File: src/rtl/mel_pkg.sv
package mel_pkg;
  localparam int WORD_W   = 32;
  localparam int CODE_W   = 5;
  localparam int BANK_W   = 3;
  localparam int RANK_W   = 3;
  localparam int CAS_W    = 13;
  localparam int RAS_W    = 16;
  localparam int SYN_W    = 32;
  localparam int LOC_W    = 18;
  localparam int ADDR_W   = 4;
  localparam int CHAN_BIT = 28;

  localparam int CODE_LSB = 15;
  localparam int BANK_LSB = 12;
  localparam int RANK_LSB = 8;
  localparam int CAS_LSB  = 16;

  localparam logic [WORD_W-1:0] UNC_SET    = 32'h0000_1C72;
  localparam logic [WORD_W-1:0] COR_SET    = 32'h0001_C000;
  localparam logic [WORD_W-1:0] REPORT_SET = UNC_SET | COR_SET;
  localparam logic [WORD_W-1:0] FIRST_KEEP = REPORT_SET | (32'd1 << CHAN_BIT);

  localparam int MK_UNC = 0;
  localparam int MK_COR = 1;
  localparam int MK_DAT = 2;
  localparam int MK_N   = 3;

  typedef enum logic [ADDR_W-1:0] {
    RA_FIRST = 4'd0,
    RA_NEXT  = 4'd1,
    RA_MASK  = 4'd2,
    RA_VALID = 4'd3,
    RA_ULOGA = 4'd4,
    RA_ULOGB = 4'd5,
    RA_CLOGA = 4'd6,
    RA_CLOGB = 4'd7,
    RA_SYN   = 4'd8,
    RA_LOC   = 4'd9
  } reg_addr_e;
endpackage

File: src/rtl/elog_classify.sv
module elog_classify
  import mel_pkg::*;
(
  input  logic              ev_valid,
  input  logic [CODE_W-1:0] ev_code,
  input  logic [WORD_W-1:0] mask,
  output logic [WORD_W-1:0] hit_vec,
  output logic              hit_unc,
  output logic              hit_cor
);
  logic [WORD_W-1:0] code_dec;

  always_comb begin
    code_dec = '0;
    code_dec[ev_code] = 1'b1;
    hit_vec  = ev_valid ? (code_dec & REPORT_SET & ~mask) : '0;
    hit_unc  = |(hit_vec & UNC_SET);
    hit_cor  = |(hit_vec & COR_SET);
  end
endmodule

File: src/rtl/elog_status.sv
module elog_status
  import mel_pkg::*;
(
  input  logic              clk,
  input  logic              rst_n,
  input  logic [WORD_W-1:0] hit_vec,
  input  logic              ev_chan,
  input  logic [WORD_W-1:0] clr_first,
  input  logic [WORD_W-1:0] clr_next,
  output logic [WORD_W-1:0] first_q,
  output logic [WORD_W-1:0] next_q
);
  logic              first_any;
  logic              any_hit;
  logic [WORD_W-1:0] first_d;
  logic [WORD_W-1:0] next_d;
  logic [WORD_W-1:0] chan_word;

  always_comb begin
    first_any = |(first_q & REPORT_SET);
    any_hit   = |hit_vec;
    chan_word = '0;
    chan_word[CHAN_BIT] = ev_chan;
    first_d = first_q & ~clr_first;
    next_d  = next_q & ~clr_next;
    if (any_hit && !first_any) begin
      first_d = (hit_vec | chan_word) & FIRST_KEEP;
    end
    if (any_hit && first_any) begin
      next_d = next_d | hit_vec;
    end
  end

  always_ff @(posedge clk or negedge rst_n) begin
    if (!rst_n) begin
      first_q <= '0;
      next_q  <= '0;
    end else begin
      first_q <= first_d;
      next_q  <= next_d;
    end
  end

  AST_FIRST_HOLD: assert property (@(posedge clk) disable iff (!rst_n)
    (first_any && (clr_first == '0)) |=> $stable(first_q));

  AST_FIRST_CAPTURE: assert property (@(posedge clk) disable iff (!rst_n)
    ((|hit_vec) && !first_any) |=> ((first_q & $past(hit_vec)) != '0));

  AST_NEXT_EVENT_WINS: assert property (@(posedge clk) disable iff (!rst_n)
    ((|hit_vec) && first_any) |=> ((next_q & $past(hit_vec)) == $past(hit_vec)));

  AST_FIRST_SINGLE: assert property (@(posedge clk) disable iff (!rst_n)
    $countones(first_q & REPORT_SET) <= 1);
endmodule

File: src/rtl/elog_slot.sv
module elog_slot #(
  parameter int W = 64
) (
  input  logic         clk,
  input  logic         rst_n,
  input  logic         ev,
  input  logic         clr,
  input  logic [W-1:0] din,
  output logic         mark_q,
  output logic [W-1:0] data_q
);
  logic cap;
  logic mark_d;

  always_comb begin
    cap    = ev && !mark_q;
    mark_d = (mark_q && !clr) || ev;
  end

  always_ff @(posedge clk or negedge rst_n) begin
    if (!rst_n) begin
      mark_q <= 1'b0;
      data_q <= '0;
    end else begin
      mark_q <= mark_d;
      if (cap) begin
        data_q <= din;
      end
    end
  end

  AST_SLOT_HOLD: assert property (@(posedge clk) disable iff (!rst_n)
    (mark_q && !clr) |=> $stable(data_q));

  AST_SLOT_EVENT_WINS: assert property (@(posedge clk) disable iff (!rst_n)
    ev |=> mark_q);

  AST_SLOT_CAPTURE: assert property (@(posedge clk) disable iff (!rst_n)
    (ev && !mark_q) |=> (data_q == $past(din)));
endmodule

File: src/rtl/elog_detail.sv
module elog_detail
  import mel_pkg::*;
(
  input  logic              clk,
  input  logic              rst_n,
  input  logic              hit_unc,
  input  logic              hit_cor,
  input  logic [CODE_W-1:0] ev_code,
  input  logic [BANK_W-1:0] ev_bank,
  input  logic [RANK_W-1:0] ev_rank,
  input  logic [CAS_W-1:0]  ev_cas,
  input  logic [RAS_W-1:0]  ev_ras,
  input  logic [SYN_W-1:0]  ev_syn,
  input  logic [LOC_W-1:0]  ev_loc,
  input  logic [MK_N-1:0]   clr_mark,
  output logic [MK_N-1:0]   mark_q,
  output logic [WORD_W-1:0] ulog_a,
  output logic [WORD_W-1:0] ulog_b,
  output logic [WORD_W-1:0] clog_a,
  output logic [WORD_W-1:0] clog_b,
  output logic [SYN_W-1:0]  syn_q,
  output logic [LOC_W-1:0]  loc_q
);
  localparam int LOGW = 2 * WORD_W;
  localparam int DATW = SYN_W + LOC_W;

  logic [WORD_W-1:0] word_a;
  logic [WORD_W-1:0] word_b;
  logic [LOGW-1:0]   ulog_q;
  logic [LOGW-1:0]   clog_q;
  logic [DATW-1:0]   dat_q;

  always_comb begin
    word_a = '0;
    word_a[CODE_LSB +: CODE_W] = ev_code;
    word_a[BANK_LSB +: BANK_W] = ev_bank;
    word_a[RANK_LSB +: RANK_W] = ev_rank;
    word_b = '0;
    word_b[CAS_LSB +: CAS_W] = ev_cas;
    word_b[0 +: RAS_W]       = ev_ras;
  end

  elog_slot #(.W(LOGW)) u_unc (
    .clk(clk), .rst_n(rst_n), .ev(hit_unc), .clr(clr_mark[MK_UNC]),
    .din({word_a, word_b}), .mark_q(mark_q[MK_UNC]), .data_q(ulog_q)
  );

  elog_slot #(.W(LOGW)) u_cor (
    .clk(clk), .rst_n(rst_n), .ev(hit_cor), .clr(clr_mark[MK_COR]),
    .din({word_a, word_b}), .mark_q(mark_q[MK_COR]), .data_q(clog_q)
  );

  elog_slot #(.W(DATW)) u_dat (
    .clk(clk), .rst_n(rst_n), .ev(hit_cor), .clr(clr_mark[MK_DAT]),
    .din({ev_syn, ev_loc}), .mark_q(mark_q[MK_DAT]), .data_q(dat_q)
  );

  assign ulog_a = ulog_q[LOGW-1:WORD_W];
  assign ulog_b = ulog_q[WORD_W-1:0];
  assign clog_a = clog_q[LOGW-1:WORD_W];
  assign clog_b = clog_q[WORD_W-1:0];
  assign syn_q  = dat_q[DATW-1:LOC_W];
  assign loc_q  = dat_q[LOC_W-1:0];
endmodule

File: src/rtl/mem_err_logger.sv
module mem_err_logger
  import mel_pkg::*;
(
  input  logic              clk,
  input  logic              rst_n,
  input  logic              ev_valid,
  input  logic [CODE_W-1:0] ev_code,
  input  logic              ev_chan,
  input  logic [BANK_W-1:0] ev_bank,
  input  logic [RANK_W-1:0] ev_rank,
  input  logic [CAS_W-1:0]  ev_cas,
  input  logic [RAS_W-1:0]  ev_ras,
  input  logic [SYN_W-1:0]  ev_syn,
  input  logic [LOC_W-1:0]  ev_loc,
  input  logic              csr_we,
  input  logic [ADDR_W-1:0] csr_addr,
  input  logic [WORD_W-1:0] csr_wdata,
  output logic [WORD_W-1:0] csr_rdata
);
  logic [1:0]        rst_sync_q;
  logic              rst_int_n;
  logic [WORD_W-1:0] mask_q;
  logic [WORD_W-1:0] mask_d;
  logic              mask_en;
  logic [WORD_W-1:0] clr_first;
  logic [WORD_W-1:0] clr_next;
  logic [MK_N-1:0]   clr_mark;
  logic [WORD_W-1:0] hit_vec;
  logic              hit_unc;
  logic              hit_cor;
  logic [WORD_W-1:0] first_q;
  logic [WORD_W-1:0] next_q;
  logic [MK_N-1:0]   mark_q;
  logic [WORD_W-1:0] ulog_a;
  logic [WORD_W-1:0] ulog_b;
  logic [WORD_W-1:0] clog_a;
  logic [WORD_W-1:0] clog_b;
  logic [SYN_W-1:0]  syn_q;
  logic [LOC_W-1:0]  loc_q;

  always_ff @(posedge clk or negedge rst_n) begin
    if (!rst_n) begin
      rst_sync_q <= 2'b00;
    end else begin
      rst_sync_q <= {rst_sync_q[0], 1'b1};
    end
  end
  assign rst_int_n = rst_sync_q[1];

  always_comb begin
    clr_first = (csr_we && (csr_addr == RA_FIRST)) ? csr_wdata : '0;
    clr_next  = (csr_we && (csr_addr == RA_NEXT))  ? csr_wdata : '0;
    clr_mark  = (csr_we && (csr_addr == RA_VALID)) ? csr_wdata[MK_N-1:0] : '0;
    mask_en   = csr_we && (csr_addr == RA_MASK);
    mask_d    = csr_wdata & REPORT_SET;
  end

  always_ff @(posedge clk or negedge rst_int_n) begin
    if (!rst_int_n) begin
      mask_q <= REPORT_SET;
    end else if (mask_en) begin
      mask_q <= mask_d;
    end
  end

  elog_classify u_classify (
    .ev_valid(ev_valid), .ev_code(ev_code), .mask(mask_q),
    .hit_vec(hit_vec), .hit_unc(hit_unc), .hit_cor(hit_cor)
  );

  elog_status u_status (
    .clk(clk), .rst_n(rst_int_n), .hit_vec(hit_vec), .ev_chan(ev_chan),
    .clr_first(clr_first), .clr_next(clr_next),
    .first_q(first_q), .next_q(next_q)
  );

  elog_detail u_detail (
    .clk(clk), .rst_n(rst_int_n), .hit_unc(hit_unc), .hit_cor(hit_cor),
    .ev_code(ev_code), .ev_bank(ev_bank), .ev_rank(ev_rank),
    .ev_cas(ev_cas), .ev_ras(ev_ras), .ev_syn(ev_syn), .ev_loc(ev_loc),
    .clr_mark(clr_mark), .mark_q(mark_q),
    .ulog_a(ulog_a), .ulog_b(ulog_b), .clog_a(clog_a), .clog_b(clog_b),
    .syn_q(syn_q), .loc_q(loc_q)
  );

  always_comb begin
    case (csr_addr)
      RA_FIRST: csr_rdata = first_q;
      RA_NEXT:  csr_rdata = next_q;
      RA_MASK:  csr_rdata = mask_q;
      RA_VALID: csr_rdata = {{(WORD_W-MK_N){1'b0}}, mark_q};
      RA_ULOGA: csr_rdata = ulog_a;
      RA_ULOGB: csr_rdata = ulog_b;
      RA_CLOGA: csr_rdata = clog_a;
      RA_CLOGB: csr_rdata = clog_b;
      RA_SYN:   csr_rdata = syn_q;
      RA_LOC:   csr_rdata = {{(WORD_W-LOC_W){1'b0}}, loc_q};
      default:  csr_rdata = '0;
    endcase
  end

  AST_MASK_LEGAL: assert property (@(posedge clk) disable iff (!rst_int_n)
    ((mask_q & ~REPORT_SET) == '0));

  AST_MASKED_QUIET: assert property (@(posedge clk) disable iff (!rst_int_n)
    (ev_valid && mask_q[ev_code] && (first_q != '0) && !csr_we) |=> $stable(next_q));
endmodule

File: config.mk
export PLATFORM = sky130hd
export DESIGN_NAME = mem_err_logger
export DESIGN_NICKNAME = d
export VERILOG_FILES = /design/src/rtl/mel_pkg.sv /design/src/rtl/elog_classify.sv /design/src/rtl/elog_status.sv /design/src/rtl/elog_slot.sv /design/src/rtl/elog_detail.sv /design/src/rtl/mem_err_logger.sv
export SDC_FILE = /design/constraint.sdc
export NUM_CORES = 1
export LEC_CHECK = 0
export ABC_CLOCK_PERIOD_IN_PS = 7300
export CAP_MARGIN = 5
export CORE_ASPECT_RATIO = 1.25
export CORE_MARGIN = 2
export CORE_UTILIZATION = 50
export CTS_CLUSTER_DIAMETER = 80
export DETAILED_ROUTE_END_ITERATION = 12
export GPL_TIMING_DRIVEN = 0
export MAX_ROUTING_LAYER = met4
export PLACE_DENSITY_LB_ADDON = 0.15
export SLEW_MARGIN = 0
export SYNTH_ARGS = -nofsm -noshare
export SYNTH_HDL_FRONTEND = slang
export SYNTH_SLANG_ARGS = --single-unit
File: constraint.sdc
create_clock -name clk -period 7.3 [get_ports clk]
set_input_delay 2.19 -clock clk [delete_from_list [all_inputs] [get_ports clk]]
set_output_delay 2.19 -clock clk [all_outputs]
set_load 0.1 [all_outputs]
==> flow_summary.toml, run 1 <==
[yosys]
synth_mux_area_share_pct = 18.2
synth_compound_area_share_pct = 12.5
yosysWarnings = 0
synth_seq_cells = 209
synth_top_area_share_pct = 54.1
synth_ff_type = "dfrtp_1"
synth.largest_area_cell = "dfrtp_1"
syn-num-nets = 836
synth_async_sr_flop_share_pct = 100
postSynthAreaPerCell_um2 = 13.1
synth_common_cells = "199 x dfrtp_1, 88 x mux2_2, 76 x nand2_1"
netlist_area_mm2 = 0.00920
netlist_instances = 705
synth.area.top_cells = "dfrtp_1 54%, mux2_2 11%, a22oi_1 5.2%"
synth_edf_count = 0
synth_fa_ha_area_share_pct = 0
yosysUniqueCellTypes = 50
synth_top_family_by_area = "multiplexers"
synth_xor_area_share_pct = 0
ys_seq_area_share_pct = 57.0
synthSimpleGateAreaFrac_pct = 8.99
yosys.cell_count.top_type = "dfrtp_1"

[worst_setup_path]
reg2reg_slack_ps = 4830
rr_worst_depth = 6
worstPathMaxFanout = 10
cp-start-kind = "input pin"
worst_setup_path_end_kind = "primary output"
r2r-end = "u_status.first_q[14]"
r2r_start = "mask_q[5]"
worstSetupPathType = "input pin to primary output"
worstPathArrival_ps = 5040
required_ps = 5110

[detailed_routing]
drtIter0Drc = 589
firstDrtPassIters = 6
drt-wirelength-per-cell_um = 24.9
ant_nets = 0
wl_mm = 28.2
vias_per_cell = 6.22
drc_errors = 0
num_vias = 7056

[clock_network]
numCtsBuffers = 22
max-clock-path-buffers = 3
hold_buffers = 0
clk_latency_ps = 500
cts_tree = "built"
clock-root-buffer = "clkbuf_16"
clock_sinks = 209
cts.clk_slew.worst_paths_ps = 60
htreeDepth = 1

[placed_design]
io_buffers = 162
hpwl_mm = 19.3
placed_area_mm2 = 0.0112
place_congestion = 0.910

[timing]
worstMarginPinSlew_ps = 914
finalMaxSlewViolations = 0
fmax_mhz = 138
final-hold-violation-count = 0
fin_skew_ps = 15.3
max_slew_margin_pct = 39.0
rsz0062_at_grt = "true"
setup-violations-final = 0
whs_ps = 350
finalCritPeriodShare_pct = 99.0
final.min_clock_period_ps = 7230
fin_setup_tns_ps = 0

[floorplanning]
chipWidth_um = 125
rows = 55
io_pins = 163
core-area_mm2 = 0.0181
die_h_um = 156
start_util_pct = 50.8
design.die.area_mm2 = 0.0195

[hold_path]
hp-start = "rst_sync_q[0]"
worstHoldPathType = "register to register"
holdPathEnd = "rst_sync_q[1]"
hold_depth = 0

[cells_and_area]
layout-drive-gt1-share_pct = 26.5
multi_input_area_mm2 = 0.00368
design_area_mm2 = 0.0119
n_fill_cell = 1341
antenna_cells = 0
regArea_mm2 = 0.00525
fin_nets = 1024
synthToLayoutAreaGrowth_pct = 29.7

[grt]
grt_first_pass_wirelength_mm = 43.8
grt_max_degree = 75
grtUsageTotal_pct = 30.0
grt_pass1_vias = 7520
grt_overflow_total = 0
antenna_found_initial = 0

[pwr]
p_total_mw = 3.72
powerDensity_mw_per_mm2 = 312
total_leakage_power_nw = 5.21
ir_worst_vdd_mv = 0.192

[run]
max_cap_violations = 0

[run_status]
status = "finished clean"
[logic make-up (layout without fill, tap and decap cells)]
kind of cell	after synthesis	after routing
multiplexers	139	139
other	1	1
buffers and inverters	48	250
AO/OA/AOI/OAI	142	142
flip-flops	209	209
AND/OR/NAND/NOR	166	166
[final cells by class]
cell class	count	area share (%)
clock buffers	26	5.09
plain buffers	45	2.65
inverters	3	0.0944
well taps	228	2.39
repair buffers	164	14.0
flip-flops and latches	209	44.0
multi-input cells	448	30.8
clock inverters	12	0.965
[per-layer routing]
| metal | GRT usage, % | routed length (um) | share of wire (%) |
|---|---|---|---|
| met1 | 38.2 | 11400 | 40 |
| met2 | 48.9 | 13900 | 49 |
| met3 | 4.49 | 1860 | 6.6 |
| met4 | 12.1 | 1100 | 3.9 |
| met5 | - | 0 | 0 |
[placed cells by master, fill, tap and decap left out, types with 7 or more instances in the layout]
master             n
a21boi_0          23
a222oi_1          19
a22o_1             7
a22oi_1           64
and3_1            21
buf_2              9
buf_6             10
clkbuf_1          16
clkbuf_16         23
clkbuf_2          12
clkdlybuf4s15_2   24
clkdlybuf4s50_1  130
clkinv_2           8
dfrtp_1          198
dfstp_2           10
mux2_1            20
mux2_2            88
mux2_4            30
nand2_1           76
nand3_1           21
nor3_1             7
o21ai_0            8
[how the worst max path moves through the flow]
stage / slack (ps) / from / endpoint
after floorplan: 910 / csr_addr[1] / csr_rdata[3]
after global routing: -4 / csr_addr[2] / csr_rdata[1]
after CTS: -30 / csr_addr[2] / csr_rdata[1]
final: 70 / csr_addr[2] / csr_rdata[1]
after detailed placement: -1610 / csr_addr[1] / csr_rdata[11]
after global placement: -1610 / csr_addr[1] / csr_rdata[11]
[what timing repair did]
item,CTS,global route
resized for setup,122,20
setup endpoints to repair,32,27
pin swaps,0,0
setup buffers,0,0
[through the flow]
stage | utilization, % | setup WS, ps | instances
after floorplan | - | 907 | 705
after CTS | 65.9 | -25.7 | 1135
final | 65.9 | 72.4 | 1135
after detailed placement | 61.7 | -1610 | 1097
after global placement | 61.4 | -1610 | 1095
after global routing | 65.9 | -4.21 | 1135
[power breakdown]
part           internal (mW)  leakage [nW]  total [mW]  switching [mW]
Combinational          0.414          2.20       0.846           0.432
Sequential              1.52          2.65        1.76           0.233
Clock                  0.663         0.359        1.12           0.456
Total                   2.60          5.21        3.72            1.12
[critical path, stage by stage]
cell             delay (ps)
clkdlybuf4s50_1         580
nor4_2                  690
clkbuf_1                650
a22oi_1                 190
nand4_1                 170
clkdlybuf4s15_2         570
[registers in the layout (all words and copies together) (netlist names)]
register and flops:
u_detail.u_dat.data_q 50, u_detail.u_cor.data_q 40, u_detail.u_unc.data_q 40, u_status.first_q 32, u_status.next_q 32, mask_q 10, rst_sync_q 2, u_detail.u_cor.mark_q 1
u_detail.u_dat.mark_q 1, u_detail.u_unc.mark_q 1
No activity file was read; power rests on OpenSTA's default activity.
==> inputs of run 2 (changes only) <==
--- a/config.mk
+++ b/config.mk
@@ -7,14 +7,17 @@
 export LEC_CHECK = 0
 export ABC_CLOCK_PERIOD_IN_PS = 7300
 export CAP_MARGIN = 5
+export CELL_PAD_IN_SITES_DETAIL_PLACEMENT = 0
+export CELL_PAD_IN_SITES_GLOBAL_PLACEMENT = 2
 export CORE_ASPECT_RATIO = 1.25
 export CORE_MARGIN = 2
-export CORE_UTILIZATION = 50
+export CORE_UTILIZATION = 35
 export CTS_CLUSTER_DIAMETER = 80
 export DETAILED_ROUTE_END_ITERATION = 12
 export GPL_TIMING_DRIVEN = 0
 export MAX_ROUTING_LAYER = met4
 export PLACE_DENSITY_LB_ADDON = 0.15
+export SKIP_LAST_GASP = 1
 export SLEW_MARGIN = 0
 export SYNTH_ARGS = -nofsm -noshare
 export SYNTH_HDL_FRONTEND = slang
==> run 2 against run 1 <==
Sequential power hardly changed. Core utilization is 19 points lower. Wire length is 10% higher. Sequential share of layout area is 0.58 points lower. Non-clock buffer count is 1 higher. Count of clock-buffer cells in the layout is 10 higher. Register-to-register slack hardly changed. Critical path type unchanged. Critical endpoint is now csr_rdata[21]. Largest cell class unchanged.
==> flow_summary.toml, run 2 (synthesis results as in run 1) <==
[timing]
worstMarginPinSlew_ps = 899
setup-violations-final = 0
whs_ps = 147
finalCritPeriodShare_pct = 98.6
max_slew_margin_pct = 39.6
final.min_clock_period_ps = 7200
final-hold-violation-count = 0
fin_setup_tns_ps = 0
rsz0062_at_grt = "false"
final.setup.worst_slack_ps = 103
fmax_mhz = 139
finalMaxSlewViolations = 0
fin_skew_ps = 5.62

[clock_network]
clock-root-buffer = "clkbuf_16"
clock_sinks = 209
cts_tree = "built"
clk_latency_ps = 510
hold_buffers = 0
cts_setup_buffers = 0
cts.clk_slew.worst_paths_ps = 50
numCtsBuffers = 24
max-clock-path-buffers = 3
htreeDepth = 1

[detailed_routing]
vias_per_cell = 5.49
wl_mm = 31.1
drt-wirelength-per-cell_um = 24.9
drtIter0Drc = 471
drc_errors = 0
ant_nets = 0
num_vias = 6860
firstDrtPassIters = 6

[hold_path]
worstHoldPathType = "register to asynchronous set/reset pin"

[floorplanning]
start_util_pct = 35.5
rows = 66
chipWidth_um = 149
die_h_um = 185
core-area_mm2 = 0.0259
design.die.area_mm2 = 0.0276
io_pins = 163

[run]
max_cap_violations = 0

[pwr]
powerDensity_mw_per_mm2 = 311
ir_worst_vdd_mv = 0.183
total_leakage_power_nw = 5.25

[placed_design]
place_ws_ps = -1640
place_congestion = 0.902
io_buffers = 162
hpwl_mm = 21.5

[worst_setup_path]
r2r_start = "mask_q[5]"
worstSetupPathType = "input pin to primary output"
worst_setup_path_end_kind = "primary output"
worstPathArrival_ps = 5010
required_ps = 5110
cp-start-kind = "input pin"
crit_start = "csr_addr[1]"
worstPathMaxFanout = 10

[cells_and_area]
final_common_cell = "dfrtp_1"
largest-register = "u_detail.u_dat.data_q"
antenna_cells = 0
layout_common_cells = "198 x dfrtp_1, 130 x clkdlybuf4s50_1, 88 x mux2_2, 76 x nand2_1, 64 x a22oi_1"
synthToLayoutAreaGrowth_pct = 31.4
fin_nets = 1027
layout-drive-gt1-share_pct = 26.5
largest_reg_flops = 50
reg.largest.list = "u_detail.u_dat.data_q (50), u_detail.u_cor.data_q (40), u_detail.u_unc.data_q (40)"
fin_util_pct = 46.6
n_fill_cell = 2423

[grt]
grt_max_degree = 70
antenna_found_initial = 0
grt_overflow_total = 0
grt_pass1_vias = 7463
grt_first_pass_wirelength_mm = 46.9
grtUsageTotal_pct = 23.6

[run_status]
status = "finished clean"
run 2: changes by cell type in the layout (fill, tap and decap cells not counted), moves of 2 or more:
cell,before,now
clkbuf_16,23,25
clkbuf_2,12,14
bufinv_16,2,0
clkinv_2,8,3
buf_2,9,15
clkbuf_8,3,8
clkbuf_1,16,18
clkdlybuf4s15_2,24,16
run 2: repair_timing:
| item | CTS | global route |
|---|---|---|
| endpoints found under the setup margin | 32 | 22 |
| resized for setup | 140 | 18 |
| gates cloned | 0 | 0 |
run 2: worst paths after layout:
check / to / slack [ps] / depth (start not counted)
max: csr_rdata[21] / 100 / 8
min: u_detail.u_dat.data_q[24] / 150 / 0
max reg2reg: u_status.first_q[22] / 4820 / 6
min reg2reg: u_detail.u_dat.data_q[24] / 150 / 0
max in group asynchronous: rst_sync_q[1] / 5320 / 1
min in group clk: rst_sync_q[1] / 350 / 0
run 2: final cells by class:
| cell class | instances | area [um2] | share of cell area [%] |
|---|---|---|---|
| clock inverter | 4 | 22.5 | 0.186 |
| tap | 340 | 425 | 3.52 |
| timing repair buffer | 165 | 1650 | 13.7 |
| buffer | 45 | 315 | 2.61 |
| sequential | 209 | 5250 | 43.4 |
| clock buffer | 36 | 737 | 6.10 |
| inverter | 3 | 11.3 | 0.0931 |
| multi-input combinational | 448 | 3680 | 30.4 |
run 2: through the flow:
stage	cell area, um2	total power [mW]	cells
2_1_floorplan	9200	2.32	705
3_3_place_gp	11200	2.59	1207
3_5_place_dp	11300	2.63	1210
4_1_cts	12100	3.80	1250
5_1_grt	12100	3.94	1250
6_report	12100	3.76	1250
run 2: routing by layer:
layer / wire length, um / vias up / global-route usage (%) / part of all wire (%)
met3: 1800 / 56 / 2.98 / 5.8
met2: 15000 / 264 / 38.9 / 48
met5: 0 / - / - / 0
met1: 13200 / 3516 / 30.0 / 43
li1: - / 3024 / - / -
met4: 1060 / 0 / 8.23 / 3.4
run 2: power breakdown:
group	switching (mW)	internal (mW)
clock	0.470	0.690
sequential	0.225	1.53
combinational	0.439	0.412
total	1.13	2.63
run 2: worst max-delay path, stage by stage:
cell,delay [ps]
clkdlybuf4s50_1,510
nand2b_1,280
nor3_4,360
clkbuf_2,420
buf_2,440
a22oi_1,150
nand2_1,100
clkdlybuf4s15_2,550
==> inputs of run 3 (changes only) <==
--- a/config.mk
+++ b/config.mk
@@ -5,13 +5,14 @@
 export SDC_FILE = /design/constraint.sdc
 export NUM_CORES = 1
 export LEC_CHECK = 0
+export ABC_AREA = 1
 export ABC_CLOCK_PERIOD_IN_PS = 7300
 export CAP_MARGIN = 5
 export CELL_PAD_IN_SITES_DETAIL_PLACEMENT = 0
 export CELL_PAD_IN_SITES_GLOBAL_PLACEMENT = 2
 export CORE_ASPECT_RATIO = 1.25
 export CORE_MARGIN = 2
-export CORE_UTILIZATION = 35
+export CORE_UTILIZATION = 31
 export CTS_CLUSTER_DIAMETER = 80
 export DETAILED_ROUTE_END_ITERATION = 12
 export GPL_TIMING_DRIVEN = 0
==> run 3 against run 2 <==
Critical endpoint is now csr_rdata[9]. Synthesized cell count is 73% higher. Sequential power down 9.7%. Final area up 6.0%. Largest cell class unchanged. Worst setup slack worse by 2.0 ps. Sequential share of layout area is 2.5 points lower. Total power fell by 3.4%.
==> flow_summary.toml, run 3 <==
[worst_setup_path]
rr_worst_depth = 10
worstPathArrival_ps = 5010
required_ps = 5110
r2r_start = "mask_q[15]"
worstPathMaxFanout = 10
r2r-end = "u_detail.u_cor.data_q[9]"
reg2reg_slack_ps = 5310
cp-start-kind = "input pin"
crit_start = "csr_addr[1]"
worstSetupPathType = "input pin to primary output"
crit_end = "csr_rdata[9]"
worst_setup_path_end_kind = "primary output"

[clock_network]
clock-root-buffer = "clkbuf_16"
numCtsBuffers = 24
max-clock-path-buffers = 3
cts.clk_slew.worst_paths_ps = 60
htreeDepth = 1
clock_sinks = 209
cts_tree = "built"
clk_latency_ps = 520

[grt]
busiest_layer = "met2"
grt_max_degree = 67
use_met1_pct = 28.2
grt_first_pass_wirelength_mm = 53.7
grtUsageMet2_pct = 38.8
grt_overflow_total = 0
grt_pass1_vias = 9065
met3_usage_pct = 2.24
grtUsageTotal_pct = 22.6
antenna_found_initial = 0

[yosys]
synth_top_area_share_pct = 51.2
synth.area.top_cells = "dfrtp_1 51%, nand2_1 16%, o21ai_0 7.0%"
synth_common_cells = "422 x nand2_1, 199 x dfrtp_1, 136 x o21ai_0"
netlist_instances = 1223
ys_seq_area_share_pct = 53.9
syn-num-nets = 1354
synth_seq_cells = 209
synth_ff_type = "dfrtp_1"
yosysWarnings = 0
synth.largest_area_cell = "dfrtp_1"
synth_async_sr_flop_share_pct = 100
yosysUniqueCellTypes = 37
synth_edf_count = 0
netlist_area_mm2 = 0.00972
yosys.cell_count.top_type = "nand2_1"
postSynthAreaPerCell_um2 = 7.95

[cells_and_area]
antenna_cells = 0
synthToLayoutAreaGrowth_pct = 31.8
layout_common_cells = "422 x nand2_1, 198 x dfrtp_1, 136 x o21ai_0, 129 x clkdlybuf4s50_1, 127 x inv_1"
final_common_cell = "nand2_1"
reg.largest.list = "u_detail.u_dat.data_q (50), u_detail.u_cor.data_q (40), u_detail.u_unc.data_q (40)"
n_fill_cell = 3267
fin_nets = 1544
largest-register = "u_detail.u_dat.data_q"
layout-drive-gt1-share_pct = 9.99
stdcell_count = 1838
fin_util_pct = 41.5
design_area_mm2 = 0.0128
largest_reg_flops = 50

[pwr]
total_leakage_power_nw = 6.67
ir_worst_vdd_mv = 0.145
powerDensity_mw_per_mm2 = 284
p_total_mw = 3.63

[detailed_routing]
drc_errors = 0
num_vias = 8743
drt-wirelength-per-cell_um = 19.4
ant_nets = 0
firstDrtPassIters = 5
wl_mm = 35.6
vias_per_cell = 4.76
drtIter0Drc = 468

[run]
max_cap_violations = 0

[timing]
final-hold-violation-count = 0
max_slew_margin_pct = 37.1
rsz0062_at_grt = "true"
fmax_mhz = 139
fin_skew_ps = 7.19
fin_setup_tns_ps = 0
finalMaxSlewViolations = 0
final.min_clock_period_ps = 7200
worstMarginPinSlew_ps = 948
setup-violations-final = 0
finalCritPeriodShare_pct = 98.6

[placed_design]
place_congestion = 0.849
dp_cells = 1794
io_buffers = 161
hpwl_mm = 27.3
placed_area_mm2 = 0.0119

[floorplanning]
design.die.area_mm2 = 0.0328
die_h_um = 202
start_util_pct = 31.5
rows = 72
chipWidth_um = 162
io_pins = 163
core-area_mm2 = 0.0309

[hold_path]
worstHoldPathType = "register to asynchronous set/reset pin"

[run_status]
status = "finished clean"
-- run 3: worst min-delay path by stage --
stage                  start                       end
3_3_place_gp   rst_sync_q[0]             rst_sync_q[1]
6_report       rst_sync_q[1]  u_detail.u_dat.data_q[6]
4_1_cts        rst_sync_q[1]  u_detail.u_dat.data_q[6]
2_1_floorplan  rst_sync_q[0]             rst_sync_q[1]
5_1_grt        rst_sync_q[1]  u_detail.u_dat.data_q[6]
3_5_place_dp   rst_sync_q[1]  u_detail.u_dat.data_q[6]
-- run 3: power breakdown --
part | switching, mW | leakage [nW] | internal [mW]
registers | 0.154 | 2.72 | 1.43
logic | 0.461 | 3.52 | 0.242
clock network | 0.490 | 0.425 | 0.860
total | 1.11 | 6.67 | 2.53
-- run 3: worst max-delay path, stage by stage --
cell and delay [ps]:
clkdlybuf4s50_1 490, nor2_1 460, nand2_1 100, inv_1 80, clkbuf_1 500, a32o_1 230, nor2_1 50, nand2_1 70
clkdlybuf4s15_1 820
-- run 3: area by class of cell --
type,instances,area [um2],area share (%)
plain buffers,63,337,2.63
clock buffers,35,683,5.33
clock inverters,9,198,1.54
inverters,136,513,4.00
multi-input cells,815,3640,28.4
flip-flops and latches,209,5250,40.9
well taps,407,509,3.97
repair buffers,164,1690,13.2
-- run 3: metal layers --
| metal | part of all wire [%] | wire length, um | up-vias |
|---|---|---|---|
| met5 | 0 | 0 | - |
| met2 | 50 | 17800 | 217 |
| li1 | - | - | 4269 |
| met3 | 4.2 | 1510 | 49 |
| met1 | 43 | 15200 | 4208 |
| met4 | 3.0 | 1070 | 0 |
-- run 3: kinds of logic after synthesis --
group	after synthesis	synth area share (%)
buf+inv	199	8.67
simple gates	617	26.3
flops	209	53.9
compound gates	197	11.1
other cells	1	0.0386
-- run 3: what timing repair did --
action,CTS,global route
hold buffers,0,0
setup buffers,0,0
gates resized for setup,87,17
endpoints found under the setup margin,32,16
-- run 3: metrics by stage --
stage | setup WS, ps | hold WS (ps)
6_report | 101 | 288
5_1_grt | -122 | 329
4_1_cts | 2.13 | 307
3_5_place_dp | -790 | 300
3_3_place_gp | -1910 | 336
2_1_floorplan | 422 | 331
